## src/rtl/nrdiv_pkg.sv

```systemverilog
package nrdiv_pkg;
  typedef enum logic [1:0] {
    ST_IDLE = 2'd0,
    ST_RUN  = 2'd1,
    ST_FIX  = 2'd2
  } nrdiv_state_e;
endpackage

```

## src/rtl/nrdiv_addsub.sv

```systemverilog
module nrdiv_addsub #(
  parameter int N = 8
) (
  input  logic [N:0]   a_i,
  input  logic [N-1:0] b_i,
  input  logic         en_i,
  input  logic         sub_i,
  output logic [N:0]   r_o
);
  logic [N:0] b_ext;
  assign b_ext = {1'b0, b_i};

  always_comb begin
    if (!en_i)      r_o = a_i;
    else if (sub_i) r_o = a_i - b_ext;
    else            r_o = a_i + b_ext;
  end
endmodule

```

## src/rtl/nrdiv_qfix.sv

```systemverilog
module nrdiv_qfix #(
  parameter int P = 8
) (
  input  logic [P:0] q_i,
  input  logic       inc_i,
  input  logic       dec_i,
  output logic [P:0] q_o
);
  logic [P:0] inc_ext, dec_ext;
  assign inc_ext = {{P{1'b0}}, inc_i};
  assign dec_ext = {{P{1'b0}}, dec_i};
  assign q_o     = q_i + inc_ext - dec_ext;
endmodule

```

## src/rtl/nrdiv_ctrl.sv

```systemverilog
module nrdiv_ctrl
  import nrdiv_pkg::*;
#(
  parameter int P = 8
) (
  input  logic clk_i,
  input  logic rst_ni,
  input  logic start_i,
  output logic load_o,
  output logic step_o,
  output logic fix_o,
  output logic busy_o,
  output logic done_o
);
  localparam int CW = $clog2(P + 1);

  nrdiv_state_e state_q;
  logic [CW-1:0] cnt_q;
  logic          done_q;

  always_ff @(posedge clk_i or negedge rst_ni) begin
    if (!rst_ni) begin
      state_q <= ST_IDLE;
      cnt_q   <= '0;
      done_q  <= 1'b0;
    end else begin
      done_q <= (state_q == ST_FIX);
      case (state_q)
        ST_IDLE: if (start_i) begin
          state_q <= ST_RUN;
          cnt_q   <= '0;
        end
        ST_RUN: begin
          if (cnt_q == CW'(P - 1)) state_q <= ST_FIX;
          else                     cnt_q   <= cnt_q + 1'b1;
        end
        ST_FIX:  state_q <= ST_IDLE;
        default: state_q <= ST_IDLE;
      endcase
    end
  end

  assign load_o = (state_q == ST_IDLE) && start_i;
  assign step_o = (state_q == ST_RUN);
  assign fix_o  = (state_q == ST_FIX);
  assign busy_o = (state_q != ST_IDLE);
  assign done_o = done_q;

  AST_START_TO_BUSY: assert property (@(posedge clk_i) disable iff (!rst_ni)
    (start_i && !busy_o) |=> busy_o);
  AST_DONE_PULSE: assert property (@(posedge clk_i) disable iff (!rst_ni)
    done_o |=> !done_o);
  AST_DONE_IDLE: assert property (@(posedge clk_i) disable iff (!rst_ni)
    done_o |-> !busy_o);
  AST_FIX_AFTER_RUN: assert property (@(posedge clk_i) disable iff (!rst_ni)
    fix_o |-> $past(step_o));
endmodule

```

## src/rtl/nrdiv_seq.sv

```systemverilog
module nrdiv_seq #(
  parameter int N = 8,
  parameter int P = 8
) (
  input  logic         clk_i,
  input  logic         rst_ni,
  input  logic         start_i,
  input  logic [N:0]   x_i,
  input  logic [N-1:0] y_i,
  output logic         busy_o,
  output logic         done_o,
  output logic [P:0]   quot_o,
  output logic [N:0]   rem_o
);
  logic load, step, fix;
  logic [N:0]   rem_q, as_a, as_r;
  logic [N-1:0] y_q;
  logic         xneg_q;
  logic [P:0]   quo_q, q_fixed;
  logic         as_en, as_sub, fix_inc, fix_dec;

  nrdiv_ctrl #(.P(P)) u_ctrl (
    .clk_i  (clk_i),
    .rst_ni (rst_ni),
    .start_i(start_i),
    .load_o (load),
    .step_o (step),
    .fix_o  (fix),
    .busy_o (busy_o),
    .done_o (done_o)
  );

  // one adder: iteration step while running, sign fix-up in the last cycle
  assign fix_inc = xneg_q && !rem_q[N];
  assign fix_dec = !xneg_q && rem_q[N];
  assign as_a    = step ? {rem_q[N-1:0], 1'b0} : rem_q;
  assign as_en   = step || fix_inc || fix_dec;
  assign as_sub  = step ? !rem_q[N] : fix_inc;

  nrdiv_addsub #(.N(N)) u_addsub (
    .a_i  (as_a),
    .b_i  (y_q),
    .en_i (as_en),
    .sub_i(as_sub),
    .r_o  (as_r)
  );

  // lsb of the raw quotient is forced to one
  nrdiv_qfix #(.P(P)) u_qfix (
    .q_i  ({quo_q[P:1], 1'b1}),
    .inc_i(fix_inc),
    .dec_i(fix_dec),
    .q_o  (q_fixed)
  );

  always_ff @(posedge clk_i or negedge rst_ni) begin
    if (!rst_ni) begin
      rem_q  <= '0;
      y_q    <= '0;
      xneg_q <= 1'b0;
      quo_q  <= '0;
      quot_o <= '0;
      rem_o  <= '0;
    end else if (load) begin
      rem_q  <= x_i;
      y_q    <= y_i;
      xneg_q <= x_i[N];
      quo_q  <= {{P{1'b0}}, x_i[N]};
    end else if (step) begin
      rem_q <= as_r;
      quo_q <= {quo_q[P-1:0], !as_r[N]};
    end else if (fix) begin
      quot_o <= q_fixed;
      rem_o  <= as_r;
    end
  end

  AST_REM_BOUND: assert property (@(posedge clk_i) disable iff (!rst_ni)
    step |-> ($signed(rem_q) < $signed({1'b0, y_q}) &&
              $signed(rem_q) >= -$signed({1'b0, y_q})));
  AST_OUT_HOLD: assert property (@(posedge clk_i) disable iff (!rst_ni)
    !done_o |-> ($stable(quot_o) && $stable(rem_o)));
  AST_REM_SIGN: assert property (@(posedge clk_i) disable iff (!rst_ni)
    fix |=> (rem_o[N] == xneg_q));
endmodule

```

## config.mk

```make
export PLATFORM = sky130hd
export DESIGN_NAME = nrdiv_seq
export DESIGN_NICKNAME = d
export VERILOG_FILES = /design/src/rtl/nrdiv_pkg.sv /design/src/rtl/nrdiv_addsub.sv /design/src/rtl/nrdiv_qfix.sv /design/src/rtl/nrdiv_ctrl.sv /design/src/rtl/nrdiv_seq.sv
export SDC_FILE = /design/constraint.sdc
export NUM_CORES = 1
export LEC_CHECK = 0
export BUFFER_PORTS_ARGS = -buffer_cell sky130_fd_sc_hd__buf_2
export CAP_MARGIN = 20
export CORE_MARGIN = 5
export CORE_UTILIZATION = 25
export DETAILED_ROUTE_END_ITERATION = 10
export PLACE_DENSITY = 0.48
export SLEW_MARGIN = 5
export SYNTH_ARGS = -nofsm -noshare
export SYNTH_HDL_FRONTEND = slang
export SYNTH_SLANG_ARGS = --single-unit
```

## constraint.sdc

```tcl
create_clock -name clk_i -period 4.2 [get_ports clk_i]
set_input_delay 0.21 -clock clk_i [delete_from_list [all_inputs] [get_ports clk_i]]
set_output_delay 0.21 -clock clk_i [all_outputs]
set_load 0.01 [all_outputs]
```

==> metrics.txt, run 1 <==
first-pass GRT wire length 11,600 µm; setup_tns 0 ps; GRT Util Overall 0.101; Antenna Cells 0; Cells after Synth 329; startpoint types register; Root Driver clkbuf_16; total length of routed wires 6930 µm; post-synthesis to final-layout area growth 17.6%; Synth Register Bits 52; fin nets 409; FILL cells 1,241; clock sinks 52; final hold vios 0; initial antenna violation count 0; via count 2,380; Die X 120 µm; Post-CTS Hold Buffers 0; CP endpoint kind register; fmax 291 MHz; # port buffers 39; WS Path Type reg -> reg; drt wl/cell 13.5 µm; min Tclk post-route 3440 ps; GRT overflow 0; DRT iter0 DRCs 143; worst clock skew 4.03 ps; sequential share of the synthesized area 0.434; CP startpoint u_ctrl.state_q[0]$_DFFE_PN0P_; main flop type after synthesis dfrtp_1; Max Root-Sink Buffers 2; worst path required time 4370 ps; io pins 40; layout cell share with drive strength beyond 1 0.168; Place WS 803 ps; Synth Warn # 0; Worst Tran Pin Value 744 ps; postcts setup bufs 0; core area 11,900 µm²; final worst path period share 0.819; status complete, no violations; CTS tree done; Slew Limit Fails 0; maxcap violations 0; Post-Syn Area 3000 µm²; Synth cell types 41; Async S/R FF share, synth 1.00; post-detail-place hpwl 5190 µm; CP Max Fanout 18; post-synthesis area per instance 9.11 µm²; final worst slack 760 ps; Critical Path AT 3610 ps; Routed Antenna Nets 0; H-tree depth 2; RD Place Congestion 0.808; Worst-path clk slew 70 ps; starting density of the core 0.253; Synthesized Nets 371; via/cell ratio 4.62; # resized after CTS 0; First-pass DRT Iterations 4; RSZ-0062 raised after global routing no; row cnt 40; # setup viols final 0; DIE HEIGHT 120 µm; Hold Path Class in -> async; die area 14,300 µm²; clock latency on the worst-skew pair 290 ps; Slew HR 0.502; total CTS buffers 5; r2r startpoint u_ctrl.state_q[0]$_DFFE_PN0P_; vias in the first global route 2,319; Util after Layout 0.297; Post-synth EDFFs 0; pin count of the biggest net entering global routing 53; DR DRC count 0
## cell usage after synthesis (4+ instances only)
cell type / count / area (µm²)
nand2_1: 65 / 244
dfrtp_1: 52 / 1300
nor2_1: 26 / 97.6
a21oi_1: 23 / 115
o21ai_0: 22 / 110
ha_1: 21 / 263
inv_1: 18 / 67.6
xnor2_1: 14 / 123
clkbuf_1: 11 / 41.3
a211oi_1: 6 / 45.0
a22oi_1: 6 / 45.0
o22ai_1: 6 / 37.5
mux2_2: 5 / 56.3
nor3_1: 5 / 25.0
xor2_1: 5 / 43.8
nand2b_1: 4 / 25.0
o21bai_1: 4 / 30.0
## layout make-up
class,count,area (µm²),share of cell area
Inverter,18,67.6,0.0192
Tap cell,147,184,0.0522
Multi-Input combinational cell,246,1580,0.447
Timing Repair Buffer,44,233,0.0660
Clock inverter,2,35.0,0.00994
Sequential cell,52,1300,0.369
Clock buffer,6,129,0.0366
## stage by stage
stage	cell area, µm²	cells	hold WS [ps]
after floorplan	3000	329	-85.6
after global placement	3360	507	398
after detailed placement	3360	507	397
after CTS	3520	515	88.1
after global routing	3520	515	120
final	3520	515	45.9
## state kept, by name, indices dropped and copies added, names as in the netlist
signal and flops:
rem_q 9, u_ctrl.state_q 2, u_ctrl.done_o 1, y_q 8, u_ctrl.cnt_q 4, quo_q 9
quot_o 9, xneg_q 1, rem_o 9
## routing by layer
layer	up-vias	track usage	wire [µm]
li1	1212	-	-
met2	51	0.161	3120
met5	-	0	0
met1	1111	0.136	3410
met4	0	0.0258	79
met3	6	0.0254	326
## critical path, stage by stage (launching register included)
cell	delay, ps
dfrtp_1	460
nor2b_4	440
mux2_4	400
mux2i_1	180
fa_1	460
a211oi_1	270
o21ai_0	110
a21oi_1	390
xnor2_4	140
xnor2_1	160
a221o_1	300
## cell families after synthesis
group           after synthesis  synth area share
mux                           8            0.0305
fa+ha+maj                    22            0.0943
buf+inv                      31            0.0413
xor+xnor                     20            0.0647
simple gates                108             0.150
compound gates               88             0.185
flops                        52             0.434
## cells in the final DEF (no fill, tap or decap), types with 4 or more instances in the layout
cell type | synthesis | final
nand2_1 | 65 | 65
dfrtp_1 | 52 | 52
buf_2 | 0 | 39
nor2_1 | 26 | 25
a21oi_1 | 23 | 23
o21ai_0 | 22 | 22
ha_1 | 21 | 21
inv_1 | 18 | 18
xnor2_1 | 14 | 14
a22oi_1 | 6 | 6
o22ai_1 | 6 | 6
a211oi_1 | 6 | 6
nor3_1 | 5 | 5
mux2_2 | 5 | 5
xor2_1 | 5 | 5
clkbuf_16 | 0 | 5
buf_4 | 0 | 5
nand2b_1 | 4 | 4
o21bai_1 | 4 | 4
## worst paths after layout
path                                                to  slack (ps)  cells past startpoint
max in group asynchronous         quo_q[0]$_DFFE_PN0P_        3690                      2
min reg2reg                      quot_o[2]$_DFFE_PN0P_         470                      2
min                        u_ctrl.cnt_q[1]$_DFFE_PN0P_          50                      2
min in group clk_i                  y_q[1]$_DFFE_PN0P_         130                      3
max reg2reg                       quo_q[0]$_DFFE_PN0P_         760                     10
max                               quo_q[0]$_DFFE_PN0P_         760                     10
Power of run 1 is not shown: default switching activity piles up to over one toggle a cycle in this logic, so the estimate is an artifact.
==> run 2, diff against run 1 <==
==> constraint.sdc (replaced) <==
create_clock -name clk_i -period 3.24 [get_ports clk_i]
set_input_delay 0.162 -clock clk_i [delete_from_list [all_inputs] [get_ports clk_i]]
set_output_delay 0.162 -clock clk_i [all_outputs]
set_load 0.01 [all_outputs]
==> run 2 against run 1 <==
Compared with the run above:
- hold slack improved by 32 ps
- final cell count is 0.58% higher
- setup slack worse by 580 ps
==> metrics.txt, run 2 (synthesis results as in run 1) <==
status complete, no violations; First-pass DRT Iterations 4 (unchanged); CP Max Fanout 8 (-10); fin nets 412 (+0.73%); clock sinks 52 (unchanged); maxcap violations 0 (unchanged); via count 2,427 (+2.0%); drt wl/cell 13.5 µm (+0.22%); Routed Antenna Nets 0 (unchanged); startpoint types register; FILL cells 1,254 (+1.0%); final hold vios 0 (unchanged); final worst path period share 0.944 (+0.125); R2R cell count 11 (+1); pin count of the biggest net entering global routing 31 (-42%); Slew HR 0.459 (-0.0426); RD Place Congestion 0.824 (+2.0%); io pins 40 (unchanged); DR DRC count 0 (unchanged); Multi-input gate area 1580 µm² (+0.56%); Max stage delay on crit path 480 ps (+20 ps); # port buffers 39 (unchanged); postcts setup bufs 0 (unchanged); setup_tns 0 ps (unchanged); DRT iter0 DRCs 147 (+2.8%); DIE HEIGHT 120 µm (unchanged); initial antenna violation count 0 (unchanged); die area 14,300 µm² (unchanged); crit path max-delay cell type fa_1; Placed Cells incl. Taps 509 (+0.39%); Root Driver clkbuf_16; Slew Limit Fails 0 (unchanged); core area 11,900 µm² (unchanged); worst path bufs/invs 1 (+1); Critical Path AT 3240 ps (-370 ps); fmax 327 MHz (+12%); total length of routed wires 6990 µm (+0.81%); via/cell ratio 4.69 (+1.4%); most frequent cells in the layout 65 x nand2_1, 52 x dfrtp_1, 39 x buf_2; total CTS buffers 5 (unchanged); instance count on the critical path 11 (+1); commonest non-fill, non-tap cell in the layout nand2_1; H-tree depth 2 (unchanged); starting density of the core 0.253 (unchanged); Antenna Cells 0 (unchanged); Max Root-Sink Buffers 2 (unchanged); Worst-path clk slew 70 ps (about the same); Layout Cells excl Fill 518 (+0.58%); # setup viols final 0 (unchanged); Die X 120 µm (unchanged); vias in the first global route 2,360 (+1.8%); worst path required time 3420 ps (-950 ps); post-synthesis to final-layout area growth 18.5%; Worst Tran Pin Value 808 ps (+63.6 ps); first-pass GRT wire length 11,600 µm (-0.47%); Hold Path Class in -> reg; RSZ-0062 raised after global routing no; CP cell instances inv_1, ha_1, mux2_4, mux2i_1, fa_1, a211oi_2, o21ai_0, a21oi_2, xnor2_4, xnor2_1, a221o_1; layout cell share with drive strength beyond 1 0.178 (+0.00942); WS Path Type reg -> reg; Hold Worst Slack 78.2 ps (+32.3 ps); min Tclk post-route 3060 ps (-382 ps); clock latency on the worst-skew pair 290 ps (about the same); GRT Util Overall 0.100 (-0.000559); Hold Path Stages 3; GRT overflow 0 (unchanged); Place WS 68.2 ps (-734 ps); final worst slack 182 ps (-578 ps); row cnt 40 (unchanged); worst clock skew 8.94 ps (+4.91 ps); post-detail-place hpwl 5410 µm (+4.2%); Crit path max-delay family compound AO/OA/AOI/OAI gates; Storage cell area 1300 µm² (unchanged); CTS tree done; CP endpoint kind register
==> run 2: what timing repair did <==
| action | in CTS | in global routing |
|---|---|---|
| setup endpoints to repair | 0 | 2 |
| endpoints found under the hold margin | 29 | 0 |
| hold buffers | 1 | 0 |
| gates resized for setup | 0 | 2 |
==> run 2: tightest hold or removal path, cell delays in order <==
cell	delay, ps
buf_2	80
nand2_1	40
o21ai_0	60
==> run 2: metal layers <==
layer | up-vias | global-route usage | wire length (µm)
met2 | 60 | 0.160 | 3140
met5 | - | 0 | 0
met3 | 5 | 0.0226 | 416
met4 | 0 | 0.0236 | 46
li1 | 1215 | - | -
met1 | 1147 | 0.138 | 3390
==> run 2: final cells by class <==
type,count,area share
clock inverter,2,0.00458
sequential,52,0.366
clock buffer,6,0.0363
multi-input combinational,246,0.446
tap,147,0.0518
inverter,18,0.0190
timing repair buffer,47,0.0761
==> run 2: stage by stage <==
| step | utilization | cell area [µm²] |
|---|---|---|
| final | 0.299 | 3550 |
| after global routing | 0.299 | 3550 |
| after detailed placement | 0.286 | 3390 |
| after global placement | 0.286 | 3390 |
| after floorplan | - | 3000 |
| after CTS | 0.299 | 3540 |
==> run 2: path summary, 6_finish.rpt <==
check	from	end	slack, ps
min in group asynchronous	rst_ni	y_q[2]$_DFFE_PN0P_	460
worst min-delay path	y_i[7]	y_q[7]$_DFFE_PN0P_	80
worst min register to register	quot_o[5]$_DFFE_PN0P_	quot_o[5]$_DFFE_PN0P_	480
worst max register to register	rem_q[8]$_DFFE_PN0P_	quo_q[0]$_DFFE_PN0P_	180
max in group asynchronous	rst_ni	rem_q[3]$_DFFE_PN0P_	2000
worst max-delay path	rem_q[8]$_DFFE_PN0P_	quo_q[0]$_DFFE_PN0P_	180
Power of run 2 is left out for the same reason.
